## src/rtl/asym_step_pkg.sv

```systemverilog
package asym_step_pkg;

  typedef enum logic {
    STEP_DOWN = 1'b0,
    STEP_UP   = 1'b1
  } step_dir_e;

  localparam int unsigned UP_AMOUNT   = 2;
  localparam int unsigned DOWN_AMOUNT = 1;

  // Modular step on a counter of the given width.
  function automatic int unsigned wrap_step(int unsigned cur, logic up, int unsigned width);
    int unsigned modulus;
    modulus = 32'd1 << width;
    if (up) return (cur + UP_AMOUNT) % modulus;
    return (cur + modulus - DOWN_AMOUNT) % modulus;
  endfunction

  // Characteristic equation of a J-K cell.
  function automatic logic jk_next(logic q, logic j, logic k);
    return (j & ~q) | (~k & q);
  endfunction

endpackage

```

## src/rtl/asym_step_next.sv

```systemverilog
module asym_step_next
  import asym_step_pkg::*;
#(
  parameter int unsigned WIDTH = 3
) (
  input  logic [WIDTH-1:0] cur_i,
  input  logic             up_i,
  output logic [WIDTH-1:0] nxt_o
);

  localparam int unsigned PAD = 32 - WIDTH;

  logic [31:0] cur_ext;
  logic [31:0] nxt_ext;

  always_comb begin
    cur_ext = {{PAD{1'b0}}, cur_i};
    nxt_ext = wrap_step(cur_ext, up_i, WIDTH);
    nxt_o   = nxt_ext[WIDTH-1:0];
  end

endmodule

```

## src/rtl/asym_step_jk_exc.sv

```systemverilog
module asym_step_jk_exc #(
  parameter int unsigned WIDTH = 3
) (
  input  logic [WIDTH-1:0] cur_i,
  input  logic [WIDTH-1:0] nxt_i,
  output logic [WIDTH-1:0] j_o,
  output logic [WIDTH-1:0] k_o
);

  // A bit that must rise gets J, a bit that must fall gets K.
  for (genvar b = 0; b < WIDTH; b++) begin : g_exc
    assign j_o[b] =  nxt_i[b] & ~cur_i[b];
    assign k_o[b] = ~nxt_i[b] &  cur_i[b];
  end

endmodule

```

## src/rtl/asym_step_jk_cell.sv

```systemverilog
module asym_step_jk_cell (
  input  logic clk_i,
  input  logic rst_i,
  input  logic j_i,
  input  logic k_i,
  output logic q_o
);

  always_ff @(posedge clk_i) begin
    if (rst_i) begin
      q_o <= 1'b0;
    end else begin
      unique case ({j_i, k_i})
        2'b00:   q_o <= q_o;
        2'b10:   q_o <= 1'b1;
        2'b01:   q_o <= 1'b0;
        default: q_o <= ~q_o;
      endcase
    end
  end

endmodule

```

## src/rtl/asym_step_counter.sv

```systemverilog
module asym_step_counter #(
  parameter int unsigned WIDTH = 3
) (
  input  logic             clk_i,
  input  logic             rst_i,
  input  logic             up_i,
  output logic [WIDTH-1:0] count_o
);

  logic [WIDTH-1:0] state_q;
  logic [WIDTH-1:0] next_state;
  logic [WIDTH-1:0] j_vec;
  logic [WIDTH-1:0] k_vec;

  asym_step_next #(.WIDTH(WIDTH)) u_next (
    .cur_i (state_q),
    .up_i  (up_i),
    .nxt_o (next_state)
  );

  asym_step_jk_exc #(.WIDTH(WIDTH)) u_exc (
    .cur_i (state_q),
    .nxt_i (next_state),
    .j_o   (j_vec),
    .k_o   (k_vec)
  );

  for (genvar b = 0; b < WIDTH; b++) begin : g_bit
    asym_step_jk_cell u_cell (
      .clk_i (clk_i),
      .rst_i (rst_i),
      .j_i   (j_vec[b]),
      .k_i   (k_vec[b]),
      .q_o   (state_q[b])
    );
  end

  assign count_o = state_q;

endmodule

```

## config.mk

```make
export PLATFORM = sky130hd
export DESIGN_NAME = asym_step_counter
export DESIGN_NICKNAME = d
export VERILOG_FILES = /design/src/rtl/asym_step_pkg.sv /design/src/rtl/asym_step_next.sv /design/src/rtl/asym_step_jk_exc.sv /design/src/rtl/asym_step_jk_cell.sv /design/src/rtl/asym_step_counter.sv
export SDC_FILE = /design/constraint.sdc
export NUM_CORES = 1
export LEC_CHECK = 0
export BUFFER_PORTS_ARGS = -buffer_cell sky130_fd_sc_hd__clkbuf_2
export CAP_MARGIN = 20
export CORE_AREA = 2 2 39 41
export CTS_BUF_LIST = sky130_fd_sc_hd__clkbuf_16
export CTS_CLUSTER_SIZE = 40
export DETAILED_ROUTE_END_ITERATION = 16
export DIE_AREA = 0 0 41 43
export PLACE_DENSITY = 0.49
export SYNTH_ARGS = -nofsm -noshare
export SYNTH_HDL_FRONTEND = slang
export SYNTH_SLANG_ARGS = --single-unit
export TNS_END_PERCENT = 10
```

## constraint.sdc

```tcl
create_clock -name clk_i -period 3 [get_ports clk_i]
set_clock_uncertainty 0.2 [all_clocks]
set_input_delay 0.3 -clock clk_i [delete_from_list [all_inputs] [get_ports clk_i]]
set_output_delay 0.3 -clock clk_i [all_outputs]
set_load 0.01 [all_outputs]
```

==> results of run 1 <==
[area by class of cell]
class | instances | area [sq um]
Clock buffer | 3 | 75.1
Timing Repair Buffer | 5 | 25.0
Sequential cell | 3 | 60.1
Fill cell | 152 | 1000
Inverter | 5 | 18.8
Multi-Input combinational cell | 19 | 181
Clock inverter | 1 | 3.75
Tap cell | 16 | 20.0
[routing by layer]
metal  track usage (%)  wire (um)  vias to the layer above
li1                  -          -                      110
met1              4.46        201                       88
met2              8.75        222                        6
met3              3.14         30                        0
met4              8.00          0                        0
met5                 0          0                        -
[worst max-delay path, stage by stage (launching register included)]
cell and delay [ns]:
dfxtp_1 0.37, inv_1 0.11, ha_1 0.20, mux2i_2 0.20, xnor2_1 0.15, ha_1 0.26, nor3_1 0.18, a211oi_1 0.07
[cell families (layout without fill, tap and decap cells)]
kind of cell | Yosys count | after routing | share of synthesized area [%]
buf+inv | 8 | 14 | 14.6
fa+ha+maj | 7 | 7 | 31.0
compound gates | 4 | 4 | 10.2
simple gates | 4 | 4 | 8.41
flops | 3 | 3 | 21.2
xor+xnor | 2 | 2 | 6.20
mux | 2 | 2 | 8.41
[per-stage QoR]
stage | area (sq um) | utilization [%]
floorplan | 283 | -
global placement | 305 | 22.1
detailed placement | 305 | 22.1
CTS | 384 | 27.8
global route | 384 | 27.8
finish | 384 | 27.8
[cell usage in the layout, fill, tap and decap left out, drive strengths merged]
master and count:
nor3b 1, o21bai 1, nor3 2, clkbuf 8
inv 6, mux2i 2, ha 7, dfxtp 3
a211oi 2, xnor2 2, o22ai 1, nand2b 1
[cell usage after synthesis]
cell type	n
a211oi_1	2
buf_4	3
dfxtp_1	3
ha_1	7
inv_1	5
mux2i_1	1
mux2i_2	1
nand2b_1	1
nor3_1	2
nor3b_1	1
o21bai_1	1
o22ai_1	1
xnor2_1	2
[power by group through the flow]
stage	combinational (mW)	clock, mW	sequential (mW)
after CTS	0.190	0.209	0.0716
after global routing	0.211	0.211	0.0741
after floorplan	0.167	0	0.0683
after detailed placement	0.185	0	0.0718
final	0.184	0.206	0.0704
after global placement	0.180	0	0.0715
[path summary, 6_finish.rpt]
check | end | slack [ns] | cells after the start
setup / recovery | g_bit[2].u_cell.q_o | 1.13 | 7
hold / removal | g_bit[1].u_cell.q_o | 0.10 | 2
setup reg to reg | g_bit[2].u_cell.q_o | 1.13 | 7
hold reg to reg | g_bit[0].u_cell.q_o | 0.28 | 2
==> impl_metrics.py, run 1 <==
metrics = {
    "outcome": {
        "status": "completed",
    },
    "power_and_ir_drop": {
        "p_sw_mw": 0.143,
        "powerDensity_nw_per_um2": 1200,
        "power_leakage_nw": 0.186,
        "fin_total_pwr_mw": 0.461,
        "pwr-share-clk_pct": 44.8,
        "switching_share_pct": 31.0,
        "ir_drop_mv": 0.253,
        "p_comb_share_pct": 40.0,
        "p_seq_share_pct": 15.3,
        "internal_power_mw": 0.318,
    },
    "global_route": {
        "antenna_found_initial": 0,
        "grt_pass1_wl_um": 621,
        "grt_max_degree": 5,
        "grt_remaining_overflow": 0,
        "grt_pass1_vias": 187,
        "grt_usage_pct": 6.01,
    },
    "detailed_routing": {
        "drtIter0Drc": 0,
        "vias": 204,
        "wl_um": 454,
        "routedWlPerCell_um": 8.73,
        "viasPerCell": 3.92,
        "ant_nets": 0,
        "route.detailed.drc": 0,
        "firstDrtPassIters": 1,
    },
    "clock_network": {
        "clk_latency_ns": 0.22,
        "cts_setup_buffers": 0,
        "clk_pin_slew_worst_paths_ns": 0.03,
        "hold_buffers": 0,
        "clock-sinks": 3,
        "cts_buffers": 3,
        "cts-root-buf": "clkbuf_16",
        "tritoncts": "done",
        "post_cts_resized": 0,
        "cts.htree.levels": 1,
        "clk_path_buf_depth": 2,
    },
    "critical_path": {
        "arrival_ns": 1.77,
        "end_kind": "flip-flop",
        "cp-startpoint": "g_bit[1].u_cell.q_o",
        "worstPathRequired_ns": 2.90,
        "cp_max_fo": 4,
        "crit_path_start_kind": "flip-flop",
        "r2r-start": "g_bit[1].u_cell.q_o",
        "crit_type": "reg -> reg",
    },
    "place": {
        "dp.cells": 48,
        "gp_congestion": 0.639,
        "port-buffer-count": 5,
        "post-place-ws_ns": 1.13,
        "dp_hpwl_um": 352,
    },
    "floorplan": {
        "dieArea_sq_um": 1760,
        "die_h_um": 43,
        "coreArea_sq_um": 1380,
        "dieWidth_um": 41,
        "initial_core_util_pct": 20.4,
        "rows": 14,
        "ios": 6,
    },
    "yosys": {
        "yosysTopAreaCellShare_pct": 31.0,
        "synth_area_sq_um": 283,
        "syn_avg_cell_area_sq_um": 9.43,
        "netlist_instances": 30,
        "synth_seq_cells": 3,
        "yosys.area.top_type": "ha_1",
        "yosysWarnings": 0,
        "synth.distinct_cells": 13,
        "synth_area_leaders": "ha_1 (31%), dfxtp_1 (21%), buf_4 (8.0%), inv_1 (6.6%), xnor2_1 (6.2%)",
        "synthesis.nets": 40,
        "yosysSeqAreaShare_pct": 21.2,
    },
    "timing": {
        "grt_setup_unrepaired": "false",
        "layout_min_cycle_time_ns": 1.87,
        "fin_crit_sh_pct": 62.4,
        "timing.final.hold_violations": 0,
        "fin_ws_ns": 1.13,
        "max_freq_mhz": 534,
        "worst_pin_slew_ns": 0.210,
        "setup_violations": 0,
        "finalSetupTns_ns": 0,
        "fin_hold_ws_ns": 0.101,
        "slew_headroom_pct": 85.7,
        "final_max_slew_viol_count": 0,
    },
    "cells_and_area": {
        "nets": 47,
        "fin_cells": 52,
        "largestRegisters": "g_bit.u_cell.q_o: 3 flops",
        "regMostFlops": "g_bit.u_cell.q_o",
        "layout-drive-gt1-share_pct": 25.0,
        "largest_reg_flops": 3,
        "diodes": 0,
        "syn_to_final_growth_pct": 35.8,
    },
    "min_path": {
        "hp-class": "in -> reg",
        "holdCritStartpoint": "rst_i",
    },
    "run": {
        "maxCapViolCount": 0,
    },
}
(Power assumes the default switching activity.)
==> run 2: changes to the inputs <==
--- a/config.mk
+++ b/config.mk
@@ -5,6 +5,7 @@
 export SDC_FILE = /design/constraint.sdc
 export NUM_CORES = 1
 export LEC_CHECK = 0
+export ABC_AREA = 1
 export BUFFER_PORTS_ARGS = -buffer_cell sky130_fd_sc_hd__clkbuf_2
 export CAP_MARGIN = 20
 export CORE_AREA = 2 2 39 41
@@ -12,7 +13,7 @@
 export CTS_CLUSTER_SIZE = 40
 export DETAILED_ROUTE_END_ITERATION = 16
 export DIE_AREA = 0 0 41 43
-export PLACE_DENSITY = 0.49
+export PLACE_DENSITY = 0.51
 export SYNTH_ARGS = -nofsm -noshare
 export SYNTH_HDL_FRONTEND = slang
 export SYNTH_SLANG_ARGS = --single-unit
==> constraint.sdc (replaced) <==
create_clock -name clk_i -period 1.7 [get_ports clk_i]
set_clock_uncertainty 0.2 [all_clocks]
set_input_delay 0.17 -clock clk_i [delete_from_list [all_inputs] [get_ports clk_i]]
set_output_delay 0.17 -clock clk_i [all_outputs]
set_load 0.01 [all_outputs]
==> run 2 against run 1 <==
  * Power up 88%
  * Via count grew 25%
  * Synthesized cell count is 37% higher
  * Cell count rose by 31%
  * Clock-buffer cell count unchanged
  * Combinational power is 110% higher
  * Critical path depth up 3
  * Global-route usage rose by 2.2 points
  * Cell area grew 14%
  * Critical path type unchanged
==> impl_metrics.py, run 2 <==
metrics = {
    "place": {
        "port-buffer-count": 5,
        "dp_hpwl_um": 408,
        "gp_congestion": 0.629,
    },
    "global_route": {
        "grt_pass1_wl_um": 862,
        "grt_max_degree": 5,
        "grt_remaining_overflow": 0,
        "antenna_found_initial": 0,
        "grt_usage_pct": 8.22,
        "grt_pass1_vias": 231,
    },
    "yosys": {
        "yosysMostFrequentCell": "nand2_1",
        "syn_avg_cell_area_sq_um": 6.99,
        "yosys.area.top_type": "ha_1",
        "synth_common_cells": "nand2_1 (10), ha_1 (7), inv_1 (6)",
        "ys.flop_type": "dfxtp_1",
        "synthesis.nets": 51,
        "synth_area_sq_um": 287,
        "synth.distinct_cells": 12,
        "synth_area_leaders": "ha_1 (31%), dfxtp_1 (21%), nand2_1 (13%), buf_4 (7.9%), inv_1 (7.9%)",
        "netlist_instances": 41,
        "async_reset_ff_share_pct": 0,
        "yosysWarnings": 0,
        "yosysSeqAreaShare_pct": 21.0,
        "synth-edff-count": 0,
        "synth_seq_cells": 3,
        "yosysTopAreaCellShare_pct": 30.6,
    },
    "critical_path": {
        "crit_path_top_delay_cell": "dfxtp_2",
        "cp-startpoint": "g_bit[0].u_cell.q_o",
        "arrival_ns": 1.59,
        "r2r-start": "g_bit[0].u_cell.q_o",
        "cp_slowest_stage_delay_ns": 0.31,
        "reg2reg_slack_ns": 0.02,
        "worstPathRequired_ns": 1.61,
        "crit_type": "reg -> reg",
        "cp_max_fo": 2,
        "crit_buf_inv": 2,
        "crit_path_start_kind": "flip-flop",
        "crit_family": "simple AND/OR/NAND/NOR gates",
        "cp_cell_sequence": "inv_1 > ha_1 > nand2_2 > nand2_1 > nand2_1 > nand2_2 > buf_4 > ha_1 > nor3_2 > nor2_1",
        "end_kind": "flip-flop",
    },
    "cells_and_area": {
        "largestRegisters": "g_bit.u_cell.q_o: 3 flops",
        "nFillCells": 149,
        "nets": 63,
        "diodes": 0,
        "syn_to_final_growth_pct": 52.4,
        "final_cell_mix": "nand2_1 (10), inv_1 (7), ha_1 (7)",
        "final_common_cell": "nand2_1",
        "largest_reg_flops": 3,
        "layout-drive-gt1-share_pct": 38.5,
        "utilization_pct": 31.6,
        "regMostFlops": "g_bit.u_cell.q_o",
    },
    "timing": {
        "fin_hold_ws_ns": 0.0199,
        "timing.final.hold_violations": 0,
        "max_freq_mhz": 596,
        "final_max_slew_viol_count": 0,
        "layout_min_cycle_time_ns": 1.68,
        "slew_headroom_pct": 89.7,
        "fin_crit_sh_pct": 98.7,
        "finalSetupTns_ns": 0,
        "grt_setup_unrepaired": "true",
        "worst_pin_slew_ns": 0.153,
        "setup_violations": 0,
    },
    "power_and_ir_drop": {
        "ir_drop_mv": 0.559,
        "p_comb_share_pct": 45.2,
        "internal_power_mw": 0.585,
        "p_seq_share_pct": 12.4,
        "powerDensity_nw_per_um2": 1990,
        "pwr-share-clk_pct": 42.4,
        "switching_share_pct": 32.6,
        "p_sw_mw": 0.283,
        "power_leakage_nw": 0.244,
    },
    "detailed_routing": {
        "drtIter0Drc": 1,
        "firstDrtPassIters": 4,
        "vias": 256,
        "route.detailed.drc": 0,
        "ant_nets": 0,
        "routedWlPerCell_um": 8.37,
        "wl_um": 569,
        "viasPerCell": 3.76,
    },
    "min_path": {
        "hp-class": "in -> reg",
        "holdCritStartpoint": "rst_i",
    },
    "clock_network": {
        "cts.htree.levels": 1,
        "tritoncts": "done",
        "cts_buffers": 3,
        "hold_buffers": 0,
        "clk_pin_slew_worst_paths_ns": 0.03,
        "clock-sinks": 3,
        "clk_latency_ns": 0.22,
        "cts-root-buf": "clkbuf_16",
        "clk_path_buf_depth": 2,
    },
    "outcome": {
        "status": "completed",
    },
    "floorplan": {
        "initial_core_util_pct": 20.7,
        "coreArea_sq_um": 1380,
        "rows": 14,
        "die_h_um": 43,
        "dieArea_sq_um": 1760,
        "ios": 6,
        "dieWidth_um": 41,
    },
    "run": {
        "maxCapViolCount": 0,
    },
}
run 2: cell types whose count changed after synthesis, moves of 2 or more:
| cell | delta |
|---|---|
| nand2_1 | +10 |
| a211oi_1 | -2 |
| nor2_1 | +3 |
| inv_2 | +2 |
| xnor2_1 | -2 |
| nand2_2 | +2 |
run 2: layout make-up:
class	count	area, sq um	area share [%]
clock buffers	3	75.1	17.2
clock inverters	1	3.75	0.860
inverters	8	30.0	6.88
multi-input cells	27	184	42.1
flip-flops and latches	3	61.3	14.0
well taps	16	20.0	4.58
repair buffers	10	62.6	14.3
run 2: final timing paths:
check	end	cells past startpoint
max	g_bit[2].u_cell.q_o	10
min	g_bit[2].u_cell.q_o	4
max reg2reg	g_bit[2].u_cell.q_o	10
min reg2reg	g_bit[0].u_cell.q_o	3
run 2: stage by stage:
stage	worst slack (ns)	std cells	power, mW	instance area (sq um)
after floorplan	0.0443	41	0.365	287
after detailed placement	0.0184	63	0.436	339
after global placement	0.0459	63	0.429	339
after global routing	-0.0932	68	0.940	437
final	0.0221	68	0.867	437
after CTS	0.0178	67	0.809	418
run 2: timing repair:
item | CTS | global route
resized for setup | 0 | 3
endpoints found under the setup margin | 0 | 2
setup buffers | 0 | 1
run 2: power by group through the flow:
stage	combinational (mW)	clock (mW)	sequential (mW)
2_1_floorplan	0.255	0	0.110
5_1_grt	0.451	0.379	0.110
3_5_place_dp	0.328	0	0.108
4_1_cts	0.330	0.372	0.107
6_report	0.392	0.368	0.108
3_3_place_gp	0.320	0	0.109
run 2: kinds of logic after synthesis:
kind of cell    share of synthesized area (%)
simple gates                             26.6
buf+inv                                  18.3
fa+ha+maj                                30.6
flops                                    21.0
compound gates                           3.49
run 2: worst reg2reg max path: stages (launching register included):
cell	delay, ns
dfxtp_2	0.31
inv_1	0.05
ha_1	0.20
nand2_2	0.07
nand2_1	0.04
nand2_1	0.06
nand2_2	0.06
buf_4	0.13
ha_1	0.19
nor3_2	0.20
nor2_1	0.05
run 2: layer usage:
metal  global-route usage [%]  wire [um]  part of all wire (%)  up-vias
li1                         -          -                     -      143
met1                     7.35        205                    36      104
met2                     10.9        309                    54        6
met3                     4.71         29                   5.1        3
met4                     10.0         25                   4.4        0
met5                        0          0                     0        -
==> run 3: changes to the inputs <==
--- a/config.mk
+++ b/config.mk
@@ -8,12 +8,14 @@
 export ABC_AREA = 1
 export BUFFER_PORTS_ARGS = -buffer_cell sky130_fd_sc_hd__clkbuf_2
 export CAP_MARGIN = 20
+export CELL_PAD_IN_SITES_DETAIL_PLACEMENT = 1
+export CELL_PAD_IN_SITES_GLOBAL_PLACEMENT = 1
 export CORE_AREA = 2 2 39 41
 export CTS_BUF_LIST = sky130_fd_sc_hd__clkbuf_16
 export CTS_CLUSTER_SIZE = 40
 export DETAILED_ROUTE_END_ITERATION = 16
 export DIE_AREA = 0 0 41 43
-export PLACE_DENSITY = 0.51
+export PLACE_DENSITY_LB_ADDON = 0.1
 export SYNTH_ARGS = -nofsm -noshare
 export SYNTH_HDL_FRONTEND = slang
 export SYNTH_SLANG_ARGS = --single-unit
==> constraint.sdc (replaced) <==
create_clock -name clk_i -period 1.6 [get_ports clk_i]
set_clock_uncertainty 0.2 [all_clocks]
set_input_delay 0.16 -clock clk_i [delete_from_list [all_inputs] [get_ports clk_i]]
set_output_delay 0.16 -clock clk_i [all_outputs]
set_load 0.01 [all_outputs]
==> run 3 against run 2 <==
  * Critical path depth is 2 lower
  * Clock-buffer cell count stayed put
  * Cell count stayed put
  * Die area stayed put
  * Cell area is 11% higher
  * Sequential power is 13% higher
  * Critical path type unchanged
  * Critical endpoint is now g_bit[1].u_cell.q_o
==> impl_metrics.py, run 3 (synthesized netlist as in run 2, its figures left out) <==
metrics = {
    "clock_network": {
        "cts.htree.levels": 1,
        "clk_pin_slew_worst_paths_ns": 0.03,
        "cts_buffers": 3,
        "clk_path_buf_depth": 2,
        "tritoncts": "done",
        "clk_latency_ns": 0.22,
        "hold_buffers": 0,
        "cts-root-buf": "clkbuf_16",
        "clock-sinks": 3,
    },
    "floorplan": {
        "initial_core_util_pct": 20.7,
        "coreArea_sq_um": 1380,
        "die_h_um": 43,
        "dieWidth_um": 41,
        "dieArea_sq_um": 1760,
        "rows": 14,
        "ios": 6,
    },
    "min_path": {
        "hold_depth": 4,
        "hp-class": "in -> reg",
        "holdPathEnd": "g_bit[1].u_cell.q_o",
        "holdCritStartpoint": "rst_i",
    },
    "place": {
        "dp.cells": 63,
        "gp_congestion": 0.593,
        "dp_hpwl_um": 498,
        "port-buffer-count": 5,
    },
    "detailed_routing": {
        "drtIter0Drc": 4,
        "wl_um": 664,
        "vias": 269,
        "ant_nets": 0,
        "route.detailed.drc": 0,
        "routedWlPerCell_um": 9.76,
        "viasPerCell": 3.96,
        "firstDrtPassIters": 3,
    },
    "timing": {
        "final_max_slew_viol_count": 0,
        "layout_min_cycle_time_ns": 1.53,
        "timing.final.hold_violations": 0,
        "slew_headroom_pct": 88.9,
        "max_freq_mhz": 652,
        "setup_violations": 0,
        "fin_hold_ws_ns": 0.0101,
        "fin_crit_sh_pct": 95.9,
        "grt_setup_unrepaired": "true",
        "worst_pin_slew_ns": 0.165,
        "finalSetupTns_ns": 0,
    },
    "power_and_ir_drop": {
        "powerDensity_nw_per_um2": 2180,
        "power_leakage_nw": 0.247,
        "ir_drop_mv": 1.00,
    },
    "critical_path": {
        "crit_path_top_delay_cell": "dfxtp_2",
        "arrival_ns": 1.44,
        "end_kind": "flip-flop",
        "cp_max_fo": 2,
        "cp_slowest_stage_delay_ns": 0.32,
        "r2r-start": "g_bit[0].u_cell.q_o",
        "cp_cell_sequence": "inv_2 > ha_4 > nand2_2 > nand2_2 > inv_2 > ha_4 > nor3_4 > nor2_1",
        "crit_path_start_kind": "flip-flop",
        "crit_type": "reg -> reg",
        "worstPathRequired_ns": 1.51,
        "timing.rr.end": "g_bit[1].u_cell.q_o",
        "r2r_cells": 8,
        "reg2reg_slack_ns": 0.07,
    },
    "cells_and_area": {
        "syn_to_final_growth_pct": 69.9,
        "nets": 63,
        "layout-drive-gt1-share_pct": 55.8,
        "final_cell_mix": "nand2_1 (8), inv_2 (5), clkbuf_2 (5), buf_4 (5)",
        "fin_cells": 68,
        "final_common_cell": "nand2_1",
        "largestRegisters": "g_bit.u_cell.q_o: 3 flops",
        "diodes": 0,
        "regMostFlops": "g_bit.u_cell.q_o",
        "largest_reg_flops": 3,
    },
    "outcome": {
        "status": "completed",
    },
    "global_route": {
        "grtUsageMet1_pct": 9.27,
        "use_met3_pct": 9.42,
        "antenna_found_initial": 0,
        "use_met2_pct": 14.7,
        "grt_pass1_wl_mm": 1.06,
        "grt_pass1_vias": 276,
        "top_usage_layer": "met2",
        "grt_usage_pct": 10.0,
        "grt_max_degree": 5,
        "grt_remaining_overflow": 0,
    },
    "run": {
        "maxCapViolCount": 0,
    },
}
-- run 3: changes by cell type in the layout (fill, tap and decap cells not counted) --
cell / before / now
nand2_2: 2 / 4
ha_1: 7 / 4
nand2_1: 10 / 8
ha_4: 0 / 3
nor3_2: 2 / 1
inv_1: 7 / 4
nor3_4: 0 / 1
dfxtp_1: 2 / 1
dfxtp_2: 1 / 2
inv_2: 2 / 5
-- run 3: layer usage --
metal	wire (um)	part of all wire, %	vias up
met5	0	0	-
met4	0	0	0
met3	45	6.8	0
met2	340	51	5
met1	279	42	118
li1	-	-	146
-- run 3: critical path, delay by kind of cell, from the launching register on --
family	cells	cell delay [ns]
buf+inv	2	0.10
flops	1	0.32
simple gates	4	0.34
fa+ha+maj	2	0.47
-- run 3: power breakdown --
| group | total, mW | internal, mW | switching, mW |
|---|---|---|---|
| Combinational | 0.554 | 0.279 | 0.275 |
| Clock | 0.386 | 0.322 | 0.0642 |
| Sequential | 0.122 | 0.105 | 0.0168 |
| Total | 1.06 | 0.705 | 0.356 |
-- run 3: how the worst max path moves through the flow --
stage,from,end,depth (start not counted)
CTS,g_bit[0].u_cell.q_o,g_bit[2].u_cell.q_o,10
floorplan,g_bit[0].u_cell.q_o,g_bit[2].u_cell.q_o,9
finish,g_bit[0].u_cell.q_o,g_bit[1].u_cell.q_o,8
global route,g_bit[1].u_cell.q_o,g_bit[1].u_cell.q_o,8
detailed placement,g_bit[0].u_cell.q_o,g_bit[2].u_cell.q_o,9
global placement,g_bit[0].u_cell.q_o,g_bit[2].u_cell.q_o,9
-- run 3: repair_timing --
item                       in CTS  in global routing
resized for setup               4                  9
buffers inserted                0                  1
gates cloned                    0                  0
pin swaps                       2                  5
setup endpoints to repair       2                  2
-- run 3: final cells by class --
| class | count | area (sq um) |
|---|---|---|
| Fill cell | 175 | 897 |
| Multi-Input combinational cell | 27 | 233 |
| Clock buffer | 3 | 75.1 |
| Sequential cell | 3 | 62.6 |
| Timing Repair Buffer | 10 | 62.6 |
| Inverter | 8 | 30.0 |
| Tap cell | 16 | 20.0 |
| Clock inverter | 1 | 3.75 |
-- run 3: through the flow --
step | setup WS [ns] | utilization (%) | instance area, sq um | power, mW
global route | -0.0196 | 35.2 | 487 | 1.16
floorplan | -0.00426 | - | 287 | 0.386
finish | 0.0662 | 35.2 | 487 | 1.06
detailed placement | -0.0499 | 24.5 | 339 | 0.475
CTS | -0.00275 | 31.9 | 442 | 0.942
global placement | -0.00792 | 24.5 | 339 | 0.452
